### src/rtl/sdd_pkg.sv
package sdd_pkg;

    localparam int NIB_W  = 4;
    localparam int SEG_W  = 7;
    localparam int DIGITS = 4;

    localparam logic [SEG_W-1:0] SEG_BLANK = 7'h7F;
    localparam logic [SEG_W-1:0] SEG_MINUS = 7'b0111111;

    typedef enum logic [1:0] {
        SLOT_SIGN_X = 2'd0,
        SLOT_MAG_X  = 2'd1,
        SLOT_SIGN_Y = 2'd2,
        SLOT_MAG_Y  = 2'd3
    } slot_e;

    typedef struct packed {
        logic             neg;
        logic [NIB_W-1:0] mag;
    } signmag_t;

    // Active-low hex glyph, bit 0 = a ... bit 6 = g
    function automatic logic [SEG_W-1:0] hex_glyph_n(input logic [NIB_W-1:0] h);
        logic [SEG_W-1:0] on;
        case (h)
            4'h0: on = 7'h3F;
            4'h1: on = 7'h06;
            4'h2: on = 7'h5B;
            4'h3: on = 7'h4F;
            4'h4: on = 7'h66;
            4'h5: on = 7'h6D;
            4'h6: on = 7'h7D;
            4'h7: on = 7'h07;
            4'h8: on = 7'h7F;
            4'h9: on = 7'h6F;
            4'hA: on = 7'h77;
            4'hB: on = 7'h7C;
            4'hC: on = 7'h39;
            4'hD: on = 7'h5E;
            4'hE: on = 7'h79;
            default: on = 7'h71;
        endcase
        return ~on;
    endfunction

    function automatic logic [DIGITS-1:0] slot_anode_n(input slot_e s);
        logic [DIGITS-1:0] a;
        a = '1;
        a[s] = 1'b0;
        return a;
    endfunction

endpackage

### src/rtl/sdd_signmag.sv
module sdd_signmag
    import sdd_pkg::*;
(
    input  logic [NIB_W-1:0] val,
    input  logic             signed_mode,
    output signmag_t         sm
);
    logic is_neg;

    always_comb begin
        is_neg = signed_mode & val[NIB_W-1];
        sm.neg = is_neg;
        sm.mag = is_neg ? (~val + NIB_W'(1)) : val;
    end
endmodule

### src/rtl/sdd_scan.sv
module sdd_scan
    import sdd_pkg::*;
#(
    parameter int REFRESH_W = 16
) (
    input  logic  clk,
    input  logic  rst,
    output slot_e slot
);
    localparam int TOP = REFRESH_W - 1;

    logic [REFRESH_W-1:0] cnt;

    always_ff @(posedge clk) begin
        if (rst) cnt <= '0;
        else     cnt <= cnt + REFRESH_W'(1);
    end

    assign slot = slot_e'(cnt[TOP -: 2]);
endmodule

### src/rtl/sdd_digit_mux.sv
module sdd_digit_mux
    import sdd_pkg::*;
(
    input  slot_e             slot,
    input  signmag_t          sm_x,
    input  signmag_t          sm_y,
    output logic [SEG_W-1:0]  seg_n_nxt,
    output logic [DIGITS-1:0] an_n_nxt
);
    always_comb begin
        unique case (slot)
            SLOT_SIGN_X: seg_n_nxt = sm_x.neg ? SEG_MINUS : SEG_BLANK;
            SLOT_MAG_X:  seg_n_nxt = hex_glyph_n(sm_x.mag);
            SLOT_SIGN_Y: seg_n_nxt = sm_y.neg ? SEG_MINUS : SEG_BLANK;
            default:     seg_n_nxt = hex_glyph_n(sm_y.mag);
        endcase
        an_n_nxt = slot_anode_n(slot);
    end
endmodule

### src/rtl/signed_pair_seg_driver.sv
module signed_pair_seg_driver
    import sdd_pkg::*;
#(
    parameter int REFRESH_W = 16
) (
    input  logic       clk,
    input  logic       rst,
    input  logic [3:0] val_x,
    input  logic [3:0] val_y,
    input  logic       sgn_x,
    input  logic       sgn_y,
    output logic [6:0] seg_n,
    output logic       dp_n,
    output logic [3:0] an_n
);
    localparam int NVAL = 2;

    logic [NVAL-1:0][NIB_W-1:0] vals;
    logic [NVAL-1:0]            modes;
    signmag_t                   sm [NVAL];
    slot_e                      slot;
    logic [SEG_W-1:0]           seg_d;
    logic [DIGITS-1:0]          an_d;

    assign vals  = {val_y, val_x};
    assign modes = {sgn_y, sgn_x};

    for (genvar i = 0; i < NVAL; i++) begin : g_conv
        sdd_signmag u_conv (
            .val         (vals[i]),
            .signed_mode (modes[i]),
            .sm          (sm[i])
        );
    end

    sdd_scan #(.REFRESH_W(REFRESH_W)) u_scan (
        .clk  (clk),
        .rst  (rst),
        .slot (slot)
    );

    sdd_digit_mux u_mux (
        .slot      (slot),
        .sm_x      (sm[0]),
        .sm_y      (sm[1]),
        .seg_n_nxt (seg_d),
        .an_n_nxt  (an_d)
    );

    always_ff @(posedge clk) begin
        if (rst) begin
            seg_n <= SEG_BLANK;
            an_n  <= '1;
        end else begin
            seg_n <= seg_d;
            an_n  <= an_d;
        end
    end

    assign dp_n = 1'b1;
endmodule

### config.mk
export PLATFORM = sky130hd
export DESIGN_NAME = signed_pair_seg_driver
export DESIGN_NICKNAME = d
export VERILOG_FILES = /design/src/rtl/sdd_pkg.sv /design/src/rtl/sdd_signmag.sv /design/src/rtl/sdd_scan.sv /design/src/rtl/sdd_digit_mux.sv /design/src/rtl/signed_pair_seg_driver.sv
export SDC_FILE = /design/constraint.sdc
export NUM_CORES = 1
export LEC_CHECK = 0
export BUFFER_PORTS_ARGS = -buffer_cell sky130_fd_sc_hd__buf_2
export CAP_MARGIN = 0
export CORE_MARGIN = 2
export CORE_UTILIZATION = 39
export CTS_BUF_LIST = sky130_fd_sc_hd__clkbuf_16
export CTS_CLUSTER_SIZE = 30
export DETAILED_ROUTE_END_ITERATION = 10
export HOLD_SLACK_MARGIN = 0.12
export PLACE_DENSITY = 0.61
export SYNTH_ARGS = -nofsm -noshare
export SYNTH_HDL_FRONTEND = slang
export SYNTH_SLANG_ARGS = --single-unit
export TNS_END_PERCENT = 20
### constraint.sdc
create_clock -name clk -period 3.59 [get_ports clk]
set_clock_uncertainty 0.1 [all_clocks]
set_input_delay 0.1795 -clock clk [delete_from_list [all_inputs] [get_ports clk]]
set_output_delay 0.1795 -clock clk [all_outputs]
set_load 0.01 [all_outputs]
Word-level counts from Yosys, hierarchy flattened:

Memories as Yosys holds them, arrays and structs flattened.
Index checks and enable logic that the tools add are counted.

* $add $sub $neg: 3
* multipliers: 0
* divide/modulo/power cells: 0
* order comparisons: 2
* equality and inequality tests: 2
* shift operators: 0
* multiplexer cells: 9
* bitwise logic cells: 7
* reduce and logical (&&, ||, !) cells: 3

Operators with widths (number)
* 7-bit 2-to-1 mux: 4
* 7-bit case mux with 3 select lines: 1
* 16-bit by 1-bit adder with 16-bit output, second input constant: 1
* 7-bit inverter: 2
* 4-bit inverter: 3
* 4-bit by 1-bit adder with 4-bit output, second input constant: 2
* 4-bit 2-to-1 mux: 2
* 2-bit by 3-bit less-than comparator with 1-bit output, second input constant: 1
* 3-bit OR reduction: 1
* 1-bit AND: 2
* 1-bit demux with 2-bit select: 1
* 2-bit by 1-bit == test with 1-bit output, second input constant: 1
* 2-bit == test, second input constant: 1
* 2-bit by 1-bit greater-or-equal comparator with 1-bit output, second input constant: 1
* 2-bit logical NOT: 1
* 1-bit logical AND: 1
* 1-bit 2-to-1 mux: 1

* flip-flop bits (word level): 27
* bits in latches: 0
* bits in writable memories: 0
* memory bits (read-only): 224
* input port bits: 12
* output and inout bits: 12
* word-level logic and storage cells: 31
* memories kept: 2

Memory list
* (name not given): depth 16, width 7, read ports 1, clocked after Yosys merged registers in 0, wr ports 0, RTL line sdd_pkg.sv:25 `case (h)`
* (name not given): depth 16, width 7, read ports 1, clocked after Yosys merged registers in 0, wr ports 0, RTL line sdd_pkg.sv:25

Longest topological paths before layout:

An unclocked memory read counts as a cell.

* word-level depth: 7
* mapped depth: 9
* gate-level depth less buffers: 9

By module:

A second synthesis with hierarchy kept.

* cell total of the unflattened synthesis: 216
* area, all modules: 1859.3 µm²

By module, submodules not included
* sdd_scan: instances 1, cells an instance 83, area each 779.5 µm², seq. area each 320.3 µm²
* sdd_digit_mux: instances 1, cells an instance 84, area each 605.6 µm², seq. area each 0.0 µm²
* signed_pair_seg_driver: instances 1, cells an instance 25, area each 311.5 µm², seq. area each 220.2 µm²
* sdd_signmag: instances 2, cells an instance 12, area each 81.3 µm², seq. area each 0.0 µm²

Worst setup path before layout:

Ideal clock, no wire load.

* path type: input to register
* start point: input port val_x[0]
* end point: register seg_n[6]
* library setup time: 0.134 ns
* data arrival time: 1.746 ns
* data required time: 3.356 ns
* setup slack: 1.610 ns
* stages: 8
* path buffers: 0
* path through: inv_1 -> ha_1 -> mux2i_1 -> inv_1 -> ha_1 -> mux2i_1 -> nor3_1 -> or4_1

* word-level cells in the longest chain between the ends: 7

RTL lines
* start: declaration: RTL line signed_pair_seg_driver.sv:8 `input logic [3:0] val_x,`
* 4-bit inverter: RTL line sdd_signmag.sv:13 `sm.mag = is_neg ? (~val + NIB_W'(1)) : val;`
* 4-bit by 1-bit adder with 4-bit output: RTL line sdd_signmag.sv:13
* 4-bit 2-to-1 mux (*): RTL line sdd_signmag.sv:13
* memory read 16 x 7 bit (*)
* 7-bit 2-to-1 mux (*): RTL line sdd_digit_mux.sv:11 `unique case (slot)`
* 7-bit inverter (*): RTL line sdd_pkg.sv:43 `return ~on;`
* 7-bit case mux with 3 select lines (*): RTL line sdd_digit_mux.sv:11
* end signal: assignment: RTL line signed_pair_seg_driver.sv:55 `seg_n <= seg_d;`
* end: declaration: RTL line signed_pair_seg_driver.sv:12 `output logic [6:0] seg_n,`

Mark *: on every way between the ends. The rest lies on a longest branch, timed or not. The select of a mux whose other input is x is not followed.
A chain may end at the register's enable or synchronous reset.

Worst setup path after layout:

Same ends and word-level chain as after synthesis.

==> metrics.csv <==
stage;metric;value;unit
sta;setup_violations;0;
yosys;synth_area_per_cell;8.35;um^2
die;core;0.00438;mm^2
power;leakagePower;0.760;nW
clocking;cts-hold-fix-buffers;0;
outcome;status;completed;
grt;grt_overflow;0;
yosys;synth_fp_nets;238;
clocking;h-tree-depth;1;
yosys;netlist_instances;213;
critical_path;crit_fanout;6;
die;die_w;71.5;um
die;io_pins;24;
final_layout;nets;255;
placed_design;dp_hpwl;2630;um
yosys;synth_edf_count;0;
critical_path;start_kind;primary input;
hold_path;hold_start;rst;
yosys;ys_top_cells_by_count;27 x dfxtp_1, 26 x nor2_1, 13 x ha_1;
sta;hold_slack;208;ps
grt;grtUsageMet3;0.00844;
placed_design;dp_slack;1180;ps
yosys;synthArstFlopShare;0;
sta;setup_ws;1460;ps
grt;track_usage;0.142;
clocking;cts_tree;built;
yosys;yosys_warnings;0;
placed_design;io_buffers;22;
critical_path;arrival;2160;ps
final_layout;areaGrowthSynthToFinish;11.2;%
clocking;clock_latency;260;ps
yosys;netlist_area;0.00178;mm^2
clocking;cts.sinks;27;
final_layout;antenna_cells;0;
sta;worst_slew_pin_slew;742;ps
run;max_cap_violations;0;
grt;use_met1;0.230;
grt;top_usage_layer;met1;
sta;final_hold_viol_count;0;
yosys;yosysUniqueCellTypes;49;
yosys;synth_top_area_cell;dfxtp_1;
sta;min_period_over_period;0.594;
routing;postRouteAntennaNets;0;
critical_path;crit_start;val_x[0];
final_layout;drive_gt1_frac;0.148;
yosys;synth-main-ff-cell;dfxtp_1;
critical_path;r2r-start;u_scan.cnt[14];
yosys;synth.area.top_cells;dfxtp_1 30%, ha_1 9.1%, nor2_1 5.5%;
die;dieArea;0.00512;mm^2
die;die_y;71.5;um
hold_path;hp-class;in2reg;
routing;vias_per_cell;5.18;
sta;setup_tns;0;ps
sta;max_freq;469;MHz
die;start_util;0.406;
clocking;cts_buffers;3;
grt;grt_pass1_wl;6010;um
grt;grt_max_degree;23;
sta;finalMaxSlewViolations;0;
critical_path;cp-end-kind;register;
critical_path;cp.required;3620;ps
routing;routedWlPerCell;12.3;um
sta;period_needed;2130;ps
final_layout;fillers;436;
clocking;clk_path_buf_depth;2;
routing;drc_errors;0;
routing;drt_first_pass_iters;4;
die;rows;24;
sta;relSlewSlack;0.504;
placed_design;finalWeightedCongestion;0.839;
power;powerDensity;338;mW/mm^2
yosys;synth.yosys.seq_area_share;0.304;
critical_path;crit_type;in2reg;
sta;rsz0062_at_grt;no;
routing;drt_iter0_drc;120;
clocking;cts_root_buffer;clkbuf_16;
clocking;clkTransAtPathRegs;70;ps
grt;grt_pass1_vias;1282;
clocking;cts-resized-gates;0;
routing;num_vias;1455;
yosys;synth_top_cell_area_share;0.304;
grt;met2_usage;0.202;
final_layout;postLayoutCoreUtil;0.451;
yosys;synthMostInstantiatedCell;dfxtp_1;
power;ir_drop;0.171;mV
routing;finalWirelength;3470;um
yosys;ys_seq_elements;27;
grt;antenna_found_initial;0;
clocking;cts_setup_buffers;0;
-- flip-flops by register name, summed over array words and instances, names as in the netlist --
signal,flops
an_n,4
seg_n,7
u_scan.cnt,16
-- per-layer routing --
| layer | share of wire | wire length (um) | vias to the layer above |
|---|---|---|---|
| met3 | 0.030 | 104 | 2 |
| li1 | - | - | 773 |
| met4 | 0.0078 | 27 | 0 |
| met1 | 0.56 | 1930 | 658 |
| met2 | 0.40 | 1400 | 22 |
| met5 | 0 | 0 | - |
-- power breakdown --
group | internal [mW] | leakage [nW] | switching (mW)
Combinational | 0.0406 | 0.503 | 0.0650
Sequential | 0.303 | 0.219 | 0.00280
Clock | 0.151 | 0.0371 | 0.106
-- worst max-delay path: stages --
cell and delay, ps:
buf_2 130, inv_1 200, ha_1 270, mux2i_1 250
inv_1 110, ha_1 270, mux2i_1 160, nor3_1 80
or4_1 510
-- kinds of logic after synthesis --
| group | Yosys count | share of synthesized area |
|---|---|---|
| mux | 6 | 0.0338 |
| xor+xnor | 17 | 0.0942 |
| simple gates | 90 | 0.267 |
| other cells | 1 | 0.00211 |
| buf+inv | 23 | 0.0605 |
| flops | 27 | 0.304 |
| fa+ha+maj | 13 | 0.0914 |
| compound gates | 36 | 0.147 |
-- path summary, 6_finish.rpt --
kind	endpoint	slack [ps]	depth (start not counted)
setup reg to reg	seg_n[3]	1720	5
setup / recovery	seg_n[6]	1460	9
hold / removal	u_scan.cnt[0]	210	2
hold reg to reg	u_scan.cnt[0]	360	1
-- area by class of cell --
cell class | instances | area (um^2) | share of cell area
multi-input combinational | 163 | 1130 | 0.572
sequential | 27 | 541 | 0.273
timing repair buffer | 22 | 110 | 0.0557
clock buffer | 3 | 75.1 | 0.0380
tap | 52 | 65.1 | 0.0329
inverter | 13 | 48.8 | 0.0247
clock inverter | 1 | 7.51 | 0.00380
-- placed cells by master (no fill, tap or decap), drive strengths merged, types with 3 or more instances in the layout --
cell,n
xor2,7
mux2i,6
nor2,26
o211ai,4
nand2,12
inv,13
a21oi,6
xnor2,10
nand3,12
o21ai,8
nor3,9
nor2b,6
dfxtp,27
nand4,4
a211oi,3
and3,4
clkbuf,3
ha,13
buf,22
-- metrics by stage --
stage	power, mW	cells	area (um^2)
after floorplan	0.392	213	1780
after global placement	0.417	277	1900
after detailed placement	0.417	277	1900
after CTS	0.672	281	1980
after global routing	0.698	281	1980
final	0.669	281	1980
(Power assumes the default switching activity.)
